**src/rtl/cpic_pkg.sv**
```systemverilog
package cpic_pkg;
  typedef enum logic [2:0] {
    ST_OFF,
    ST_W2,
    ST_W3,
    ST_W4,
    ST_RUN
  } setup_st_t;

  localparam logic [2:0] CMD_SEOI = 3'b011;
endpackage

```
**src/rtl/cpic_regs.sv**
```systemverilog
module cpic_regs
  import cpic_pkg::*;
#(
  parameter int NL = 8,
  localparam int IW = $clog2(NL),
  localparam int BW = 8 - IW
) (
  input  logic          clk,
  input  logic          rst,
  input  logic          wr_en,
  input  logic          addr,
  input  logic          trig_sel,
  input  logic [7:0]    wdata,
  output logic [NL-1:0] mask,
  output logic [NL-1:0] trig,
  output logic [BW-1:0] base,
  output logic [NL-1:0] cas_map,
  output logic [IW-1:0] cas_id,
  output logic          ready,
  output logic          init_clr,
  output logic          eoi_en,
  output logic [IW-1:0] eoi_lvl,
  output logic          rd_isr_sel
);
  setup_st_t st;
  logic wr_cmd, wr_dat, wr_trg, is_rsel;

  always_comb begin
    wr_cmd   = wr_en && !trig_sel && !addr;
    wr_dat   = wr_en && !trig_sel && addr;
    wr_trg   = wr_en && trig_sel;
    init_clr = wr_cmd && wdata[4] && wdata[0];
    eoi_en   = wr_cmd && ready && (wdata[4:3] == 2'b00) && (wdata[7:5] == CMD_SEOI);
    is_rsel  = wr_cmd && ready && (wdata[7:4] == 4'h0) && wdata[3] && wdata[1];
    eoi_lvl  = wdata[IW-1:0];
    ready    = (st == ST_RUN);
  end

  always_ff @(posedge clk) begin
    if (rst) begin
      st         <= ST_OFF;
      mask       <= '1;
      trig       <= '0;
      base       <= '0;
      cas_map    <= '0;
      cas_id     <= '0;
      rd_isr_sel <= 1'b0;
    end else begin
      if (wr_trg) trig <= wdata[NL-1:0];
      if (init_clr) begin
        st         <= ST_W2;
        mask       <= '0;
        rd_isr_sel <= 1'b0;
      end else begin
        if (wr_dat) begin
          case (st)
            ST_W2: begin
              base <= wdata[7:IW];
              st   <= ST_W3;
            end
            ST_W3: begin
              cas_map <= wdata[NL-1:0];
              cas_id  <= wdata[IW-1:0];
              st      <= ST_W4;
            end
            ST_W4:   st   <= ST_RUN;
            ST_RUN:  mask <= wdata[NL-1:0];
            default: st   <= st;
          endcase
        end
        if (is_rsel) rd_isr_sel <= wdata[0];
      end
    end
  end
endmodule

```
**src/rtl/cpic_req.sv**
```systemverilog
module cpic_req #(
  parameter int NL = 8,
  localparam int IW = $clog2(NL)
) (
  input  logic          clk,
  input  logic          rst,
  input  logic [NL-1:0] irq_in,
  input  logic [NL-1:0] trig,
  input  logic          clr,
  input  logic          take_en,
  input  logic [IW-1:0] take_idx,
  output logic [NL-1:0] req
);
  logic [NL-1:0] irq_q, nxt;

  always_comb begin
    nxt = irq_in & (trig | req | (irq_in & ~irq_q));
    if (take_en) nxt[take_idx] = 1'b0;
    if (clr) nxt = '0;
  end

  always_ff @(posedge clk) begin
    if (rst) begin
      irq_q <= '0;
      req   <= '0;
    end else begin
      irq_q <= irq_in;
      req   <= nxt;
    end
  end
endmodule

```
**src/rtl/cpic_core.sv**
```systemverilog
module cpic_core #(
  parameter int NL = 8,
  localparam int IW = $clog2(NL),
  localparam int BW = 8 - IW
) (
  input  logic          clk,
  input  logic          rst,
  input  logic [NL-1:0] req,
  input  logic [NL-1:0] mask,
  input  logic          ready,
  input  logic          init_clr,
  input  logic          eoi_en,
  input  logic [IW-1:0] eoi_lvl,
  input  logic          ack,
  input  logic          role_master,
  input  logic [IW-1:0] cas_in,
  input  logic [IW-1:0] cas_id,
  input  logic [NL-1:0] cas_map,
  input  logic [BW-1:0] base,
  output logic [NL-1:0] isr,
  output logic          int_out,
  output logic [7:0]    vec_out,
  output logic          vec_valid,
  output logic [IW-1:0] cas_out,
  output logic          cas_drive,
  output logic          take_en,
  output logic [IW-1:0] take_idx
);
  function automatic logic [IW:0] first_set(input logic [NL-1:0] v);
    logic [IW:0] r;
    r = '0;
    for (int i = NL - 1; i >= 0; i--) begin
      if (v[i]) r = {1'b1, IW'(i)};
    end
    return r;
  endfunction

  logic [IW:0]   p_f, s_f;
  logic          win, acc;
  logic [NL-1:0] isr_nxt;

  always_comb begin
    p_f      = first_set(req & ~mask);
    s_f      = first_set(isr);
    win      = ready && p_f[IW] && (!s_f[IW] || (p_f[IW-1:0] < s_f[IW-1:0]));
    acc      = ack && ready && (role_master || (cas_in == cas_id));
    take_en  = acc && win;
    take_idx = p_f[IW-1:0];
    isr_nxt  = isr;
    if (take_en) isr_nxt[take_idx] = 1'b1;
    if (eoi_en) isr_nxt[eoi_lvl] = 1'b0;
    if (init_clr) isr_nxt = '0;
  end

  always_ff @(posedge clk) begin
    if (rst) begin
      isr       <= '0;
      int_out   <= 1'b0;
      vec_out   <= '0;
      vec_valid <= 1'b0;
      cas_out   <= '0;
      cas_drive <= 1'b0;
    end else begin
      isr       <= isr_nxt;
      int_out   <= win;
      vec_valid <= 1'b0;
      cas_drive <= 1'b0;
      if (acc) begin
        if (win && role_master && cas_map[take_idx]) begin
          cas_drive <= 1'b1;
          cas_out   <= take_idx;
        end else if (win) begin
          vec_out   <= {base, take_idx};
          vec_valid <= 1'b1;
        end else begin
          vec_out   <= {base, {IW{1'b1}}};
          vec_valid <= 1'b1;
        end
      end
    end
  end
endmodule

```
**src/rtl/cpic_ctrl.sv**
```systemverilog
module cpic_ctrl #(
  parameter int NLINES = 8,
  localparam int IDW = $clog2(NLINES),
  localparam int BSW = 8 - IDW
) (
  input  logic              clk,
  input  logic              rst,
  input  logic              role_master,
  input  logic              wr_en,
  input  logic              rd_en,
  input  logic              addr,
  input  logic              trig_sel,
  input  logic [7:0]        wdata,
  output logic [7:0]        rdata,
  input  logic [NLINES-1:0] irq_in,
  input  logic              ack,
  input  logic [IDW-1:0]    cas_in,
  output logic              int_out,
  output logic [7:0]        vec_out,
  output logic              vec_valid,
  output logic [IDW-1:0]    cas_out,
  output logic              cas_drive
);
  logic [NLINES-1:0] mask_q, trig_q, cmap_q, req_q, isr_q;
  logic [BSW-1:0]    base_q;
  logic [IDW-1:0]    cas_id_q, eoi_lvl, take_idx;
  logic              ready_q, init_clr, eoi_en, rd_isr_sel, take_en;

  cpic_regs #(.NL(NLINES)) u_regs (
    .clk(clk), .rst(rst), .wr_en(wr_en), .addr(addr), .trig_sel(trig_sel),
    .wdata(wdata), .mask(mask_q), .trig(trig_q), .base(base_q),
    .cas_map(cmap_q), .cas_id(cas_id_q), .ready(ready_q),
    .init_clr(init_clr), .eoi_en(eoi_en), .eoi_lvl(eoi_lvl),
    .rd_isr_sel(rd_isr_sel)
  );

  cpic_req #(.NL(NLINES)) u_req (
    .clk(clk), .rst(rst), .irq_in(irq_in), .trig(trig_q), .clr(init_clr),
    .take_en(take_en), .take_idx(take_idx), .req(req_q)
  );

  cpic_core #(.NL(NLINES)) u_core (
    .clk(clk), .rst(rst), .req(req_q), .mask(mask_q), .ready(ready_q),
    .init_clr(init_clr), .eoi_en(eoi_en), .eoi_lvl(eoi_lvl), .ack(ack),
    .role_master(role_master), .cas_in(cas_in), .cas_id(cas_id_q),
    .cas_map(cmap_q), .base(base_q), .isr(isr_q), .int_out(int_out),
    .vec_out(vec_out), .vec_valid(vec_valid), .cas_out(cas_out),
    .cas_drive(cas_drive), .take_en(take_en), .take_idx(take_idx)
  );

  always_ff @(posedge clk) begin
    if (rst) begin
      rdata <= '0;
    end else if (rd_en) begin
      if (trig_sel)        rdata <= 8'(trig_q);
      else if (addr)       rdata <= 8'(mask_q);
      else if (rd_isr_sel) rdata <= 8'(isr_q);
      else                 rdata <= 8'(req_q);
    end
  end
endmodule

```
**config.mk**
```make
export PLATFORM = sky130hd
export DESIGN_NAME = cpic_ctrl
export DESIGN_NICKNAME = d
export VERILOG_FILES = /design/src/rtl/cpic_pkg.sv /design/src/rtl/cpic_regs.sv /design/src/rtl/cpic_req.sv /design/src/rtl/cpic_core.sv /design/src/rtl/cpic_ctrl.sv
export SDC_FILE = /design/constraint.sdc
export NUM_CORES = 1
export LEC_CHECK = 0
export CORE_UTILIZATION = 50
export CTS_CLUSTER_DIAMETER = 150
export DETAILED_ROUTE_END_ITERATION = 8
export PLACE_DENSITY = 0.75
export SKIP_CTS_REPAIR_TIMING = 1
export SYNTH_ARGS = -nofsm -noshare
export SYNTH_HDL_FRONTEND = slang
export SYNTH_SLANG_ARGS = --single-unit
```
**constraint.sdc**
```tcl
create_clock -name clk -period 2.3 [get_ports clk]
set_input_delay 0.69 -clock clk [delete_from_list [all_inputs] [get_ports clk]]
set_output_delay 0.69 -clock clk [all_outputs]
set_load 0.01 [all_outputs]
```
## Yosys cells after proc, flatten, opt, wreduce, memory -nomap -nowiden

Index checks and enable logic that the tools add are counted.

| word-level totals | value |
|---|---|
| register bits after elaboration | 82 |
| input bits | 27 |
| output and inout bits | 22 |
| word-level logic and storage cells | 121 |

| cells by class | value |
|---|---|
| $lt $le $gt $ge | 5 |
| equality and inequality tests | 6 |
| mux-type cells | 37 |
| bitwise operators | 15 |
| reductions and logical operators | 41 |

Operator list:

| kind | number |
|---|---|
| $mux 8 | 9 |
| $mux 4 | 16 |
| $and 8x8->8 | 5 |
| $not 8->8 | 4 |
| $or 8x8->8 | 3 |
| $logic_and 1x1->1 | 21 |
| $reduce_and 2->1 | 5 |
| $eq 3x2->1 const B | 3 |
| $pmux 3 s3 | 1 |
| $lt 3x4->1 const B | 2 |
| $mux 1 | 7 |
| $demux 1 s3 | 2 |
| $ge 3x1->1 const B | 2 |
| $reduce_and 3->1 | 2 |
| $logic_not 4->1 | 1 |
| $reduce_bool 2->1 | 2 |
| $reduce_bool 4->1 | 1 |
| $reduce_or 2->1 | 2 |
| $bmux 1 s3 | 1 |
| $eq 3x1->1 const B | 1 |
| $eq 3x3->1 | 1 |
| $eq 3x3->1 const B | 1 |
| $logic_not 1->1 | 3 |
| $lt 3x3->1 | 1 |
| other kinds (5) | 8 |

## Logic depth before layout (Yosys ltp)

| logic depth | value |
|---|---|
| depth after elaboration | 18 |
| depth in mapped cells | 12 |
| depth with buffers taken out | 11 |

## Modules after synthesis

Synthesis repeated with hierarchy kept, for this count alone.

| second synthesis, totals | value |
|---|---|
| cell total of the unflattened synthesis | 436 |
| area total of the unflattened synthesis | 4080.2 um2 |

Modules (own cells, without submodules):

| module | instances | cells an instance | area each (um2) | seq. area each (um2) |
|---|---|---|---|---|
| cpic_core | 1 | 175 | 1496.4 | 440.4 |
| cpic_regs | 1 | 164 | 1493.9 | 660.6 |
| cpic_req | 1 | 49 | 598.1 | 320.3 |
| cpic_ctrl | 1 | 48 | 491.7 | 160.2 |

## Worst setup path after synthesis

No wires, ideal clock.

| path | value |
|---|---|
| kind | reg-to-reg |
| start point | register u_regs.mask[3] |
| end point | register u_core.vec_out[0] |
| setup time | 0.119 ns |
| arrival | 2.295 ns |
| required time | 2.181 ns |
| path slack | -0.114 ns |
| stages on the path, launching flop included | 13 |
| buffers on the path | 1 |
| period minus slack after synthesis | 2.414 ns |
| cells stage by stage | dfxtp_1 -> nand2b_1 -> and2_0 -> buf_2 -> nand2_1 -> nor2_1 -> ha_1 -> a21boi_0 -> o211ai_1 -> nand3_1 -> a21oi_2 -> a21oi_4 -> o221a_1 |

| between the ends | value |
|---|---|
| word-level cells in the longest chain between the ends | 13 |
| elaborated cells between the ends (all ways) | 17 |
| classes of those cells | 1 x order compare; 7 x mux; 3 x bitwise; 6 x reduce/logical |

RTL lines:

| element | line | RTL |
|---|---|---|
| from (decl) | cpic_regs.sv:14 | `output logic [NL-1:0] mask,` |
| from (signal assigned) | cpic_regs.sv:67 | `ST_RUN: mask <= wdata[NL-1:0];` |
| $not 8->8 * | cpic_core.sv:43 | `p_f = first_set(req & ~mask);` |
| $and 8x8->8 * | cpic_core.sv:43 |  |
| $mux 4 * (4 in a row) | cpic_core.sv:33 | `if (v[i]) r = {1'b1, IW'(i)};` |
| named net take_idx[2] | cpic_ctrl.sv:26 | `logic [IDW-1:0] cas_id_q, eoi_lvl, take_idx;` |
| $lt 3x3->1 | cpic_core.sv:45 | `win = ready && p_f[IW] && (!s_f[IW] \|\| (p_f[IW-1:0] < s_f[IW-1:0]));` |
| $logic_or 1x1->1 | cpic_core.sv:45 |  |
| $logic_and 1x1->1 | cpic_core.sv:45 |  |
| $logic_and 1x1->1 (2 in a row) | cpic_core.sv:69 | `if (win && role_master && cas_map[take_idx]) begin` |
| $not 1->1 (no source line) | -- |  |
| $reduce_and 2->1 (no source line) | -- |  |
| to (signal assigned) | cpic_core.sv:73 | `vec_out <= {base, take_idx};` |
| to (signal assigned) | cpic_core.sv:76 | `vec_out <= {base, {IW{1'b1}}};` |
| to (decl) | cpic_core.sv:22 | `output logic [7:0] vec_out,` |

Mark *: on every way through the listed nets, which the timed path passes. The rest lies on a longest branch. The select of a mux whose other input is x is not followed.
A chain may end at the register's enable or synchronous reset.

## Final worst setup path

| path | value |
|---|---|
| start point | register u_core.isr[0] |
| end point | register u_core.isr[0] |

| between the ends | value |
|---|---|
| word-level cells in the longest chain between the ends | 8 |
| elaborated cells between the ends (all ways) | 10 |
| classes of those cells | 1 x order compare; 3 x mux; 2 x bitwise; 4 x reduce/logical |

RTL lines:

| element | line | RTL |
|---|---|---|
| from (decl) | cpic_core.sv:20 | `output logic [NL-1:0] isr,` |
| from (signal assigned) | cpic_core.sv:64 | `isr <= isr_nxt;` |
| $mux 4 | cpic_core.sv:33 |  |
| $lt 3x3->1 or $logic_not 1->1 (tied branches) | cpic_core.sv:45 |  |
| $logic_or 1x1->1 | cpic_core.sv:45 |  |
| $logic_and 1x1->1 | cpic_core.sv:45 |  |
| $logic_and 1x1->1 | cpic_core.sv:47 | `take_en = acc && win;` |
| $mux 8 * | cpic_core.sv:50 | `if (take_en) isr_nxt[take_idx] = 1'b1;` |
| $and 8x8->8 (no source line) | -- |  |
| $mux 8 * | cpic_core.sv:51 | `if (eoi_en) isr_nxt[eoi_lvl] = 1'b0;` |

Mark *: on every way between the ends. The rest lies on a longest branch, timed or not.

==> metrics.yaml <==
pwr:
  leakage_nw: 2.17
  seqPwrFrac_pct: 51.4
  clkPwrFrac_pct: 37.0
  swShare_pct: 25.3
  finalPower_mw: 2.77
  vdd_drop_max_mv: 0.311
  p_comb_share_pct: 11.5
  p_sw_mw: 0.702
  powerDensity_nw_per_um2: 513
  p_int_mw: 2.07
floorplanning:
  core_area_um2: 7250
  die_h_um: 88.5
  die_area_um2: 7840
  start_util_pct: 51.6
  row_count: 31
  pin_count: 49
  fp.dieW_um: 88.5
clock_network:
  htree_levels: 3
  worstSkewPairLatency_ns: 0.36
  clockBufferDepth: 2
  clock-sinks: 79
  clkTransAtPathRegs_ns: 0.08
  ctsRootBufferMaster: "clkbuf_8"
  cts_tree: "yes"
  numCtsBuffers: 9
place:
  dp_slack_ns: -0.266
  gp_congestion: 0.920
  place_inst: 632
  io_buffers: 48
  hpwl_um: 8330
synth:
  async_reset_ff_share_pct: 0
  ys.flop_type: "dfxtp_1"
  mappedNetlistNets: 453
  netlist_area_um2: 3740
  synth_edf_count: 0
  ys_top_cells_by_area: "dfxtp_1, mux2i_1, nor2_1"
  synth.distinct_cells: 65
  ys_warn_count: 0
  ys_seq_area_share_pct: 42.2
  synthCells: 425
  avgSynthCellArea_um2: 8.81
  yosysTopAreaCellShare_pct: 42.2
  synth-seq-cells: 79
  synth_area_leader_cell: "dfxtp_1"
route:
  viasPerCell: 5.71
  ant_nets: 0
  vias: 3738
  drt-total-wl_um: 11500
  drt_iter0_drc: 257
  drtPass1Iterations: 7
  drc: 0
  wl_per_cell_um: 17.6
status:
  violations: "negative setup slack"
  status: "finished with violations"
sta:
  skew_ns: 0.0124
  max_freq_mhz: 392
  worst_slack_ns: -0.253
  tns_ns: -3.55
  rsz0062_at_grt: "true"
  period_minus_slack_ns: 2.55
  slew_headroom_pct: 61.4
  final-setup-viol-count: 25
  tightest_slew_ns: 0.579
  slew_violations: 0
  final_hold_viol_count: 0
  period_share_pct: 111
worst_setup_path:
  crit_buf_inv: 1
  path_max_fanout: 4
  worstSetupPathType: "flip-flop to flip-flop"
  cp_top_family: "simple AND/OR/NAND/NOR gates"
  crit_slowest_cell: "dfxtp_2"
  r2r-start: "u_core.isr[0]"
  crit_path_start_kind: "flip-flop"
  slowest_delay_ns: 0.35
  cp.arrival_ns: 2.80
  crit_start: "u_core.isr[0]"
  cp_cell_sequence: "nor4_4 -> or2b_1 -> ha_1 -> a21boi_2 -> o211ai_1 -> nand3_2 -> buf_4 -> a21oi_4 -> nand3_2 -> a221oi_1"
  worstSetupEndpointType: "flip-flop"
  crit_required_ns: 2.55
  critPathMostFrequentCell: "nand3_2"
final_layout:
  fin_nets: 579
  syn_to_final_growth_pct: 44.5
  layout-drive-gt1-share_pct: 29.0
  antennaDiodeCount: 0
  final_cells: 655
  utilization_pct: 74.6
global_routing:
  grt_use_total_pct: 29.9
  grt_pass1_wl_um: 17300
  grt_overflow: 0
  grt_max_degree: 26
  antenna_found_initial: 0
  grt_pass1_vias: 3555
flow_run:
  maxCapViolCount: 0
worst_hold_path:
  hold_start: "u_core.vec_out[3]"
  hold_class: "flip-flop to flip-flop"
[power groups by stage]
stage | Combinational, mW | Clock [mW] | Sequential, mW
after floorplan | 0.131 | 0 | 1.46
after global placement | 0.296 | 0 | 1.46
final | 0.319 | 1.03 | 1.43
after CTS | 0.305 | 1.04 | 1.43
after global routing | 0.344 | 1.10 | 1.43
after detailed placement | 0.302 | 0 | 1.46
[through the flow]
step                instance area [um^2]  hold WS, ns
finish                              5410        0.461
global route                        5410        0.480
floorplan                           3790        0.438
CTS                                 5160        0.465
global placement                    4960        0.444
detailed placement                  4960        0.452
[synth_stat cells, types with 2 or more instances]
library cell / n
buf_1: 2
nor2_2: 2
nor3b_1: 4
o221a_1: 3
mux2i_1: 34
nor2b_1: 13
a31oi_1: 7
dfxtp_1: 79
nor3_1: 8
inv_1: 7
and4_1: 2
a21oi_2: 4
nor2_1: 53
nand3b_1: 2
nor4b_1: 2
o31ai_1: 2
nand2_1: 52
nor2b_4: 3
nand4_1: 2
nor4_2: 3
nand2b_1: 5
o21a_1: 3
a221oi_1: 2
xor2_1: 3
nand2b_4: 2
o21ai_0: 21
and3_1: 4
o211ai_1: 10
o221ai_2: 2
a21oi_1: 19
a211oi_1: 4
nand3_1: 14
clkbuf_1: 19
a41oi_1: 2
[final timing paths]
check                       to  depth (start not counted)  slack [ns]
max              u_core.isr[0]                         10       -0.25
min          u_core.vec_out[3]                          2        0.46
max reg2reg      u_core.isr[0]                         10       -0.25
min reg2reg  u_core.vec_out[3]                          2        0.46
[per-layer routing]
layer  wire [um]  up-vias  global-route usage, %
met4         444        0                   16.0
met1        4940     1764                   38.1
li1            -     1771                      -
met5           0        -                      0
met3         647       46                   5.13
met2        5480      157                   48.5
[cells in the final DEF, fill, tap and decap left out, drive strengths merged, types with 3 or more instances in the layout]
cell	instances
nor4	4
mux2i	34
o211ai	11
o21ai	21
clkdlybuf4s50	48
a21oi	24
buf	89
a211oi	5
o21a	3
inv	9
nor4b	3
o221a	3
nand2b	7
clkinv	3
clkbuf	10
nor2b	17
nand3	15
nor2	55
o221ai	3
dfxtp	79
nor3	8
a31oi	7
nor3b	4
and3	4
nand2	52
xor2	3
[cells by family (layout without fill, tap and decap cells)]
group,Yosys count,in the layout,share of synthesized area [%]
compound gates,96,96,19.2
mux,34,34,9.09
fa+ha+maj,1,1,0.334
buf+inv,30,161,3.04
xor+xnor,3,3,0.702
flops,79,79,42.2
simple gates,182,182,25.4
[state kept, by name (all words and copies together), names as in the netlist]
signal and count:
u_req.req 8, u_core.isr 8, u_regs.st 3, u_regs.base 5
u_core.cas_out 3, u_core.int_out 1, u_regs.cas_map 6, u_regs.mask 8
u_core.cas_drive 1, u_regs.trig 8, u_core.vec_out 8, u_req.irq_q 8
u_regs.cas_id 2, u_core.vec_valid 1, u_regs.rd_isr_sel 1, rdata 8
[worst min-delay path, stage by stage (launching register included)]
cell and delay [ns]:
dfxtp_1 0.32, nand2_1 0.05, mux2i_1 0.05
[cell type report]
type | instances | area [um^2]
Multi-Input combinational cell | 316 | 2270
Clock inverter | 6 | 68.8
Sequential cell | 79 | 1580
Inverter | 8 | 30.0
Timing Repair Buffer | 137 | 1200
Fill cell | 515 | 1850
Clock buffer | 10 | 128
Tap cell | 99 | 124
Note: power is estimated with default switching activity, not from simulation.
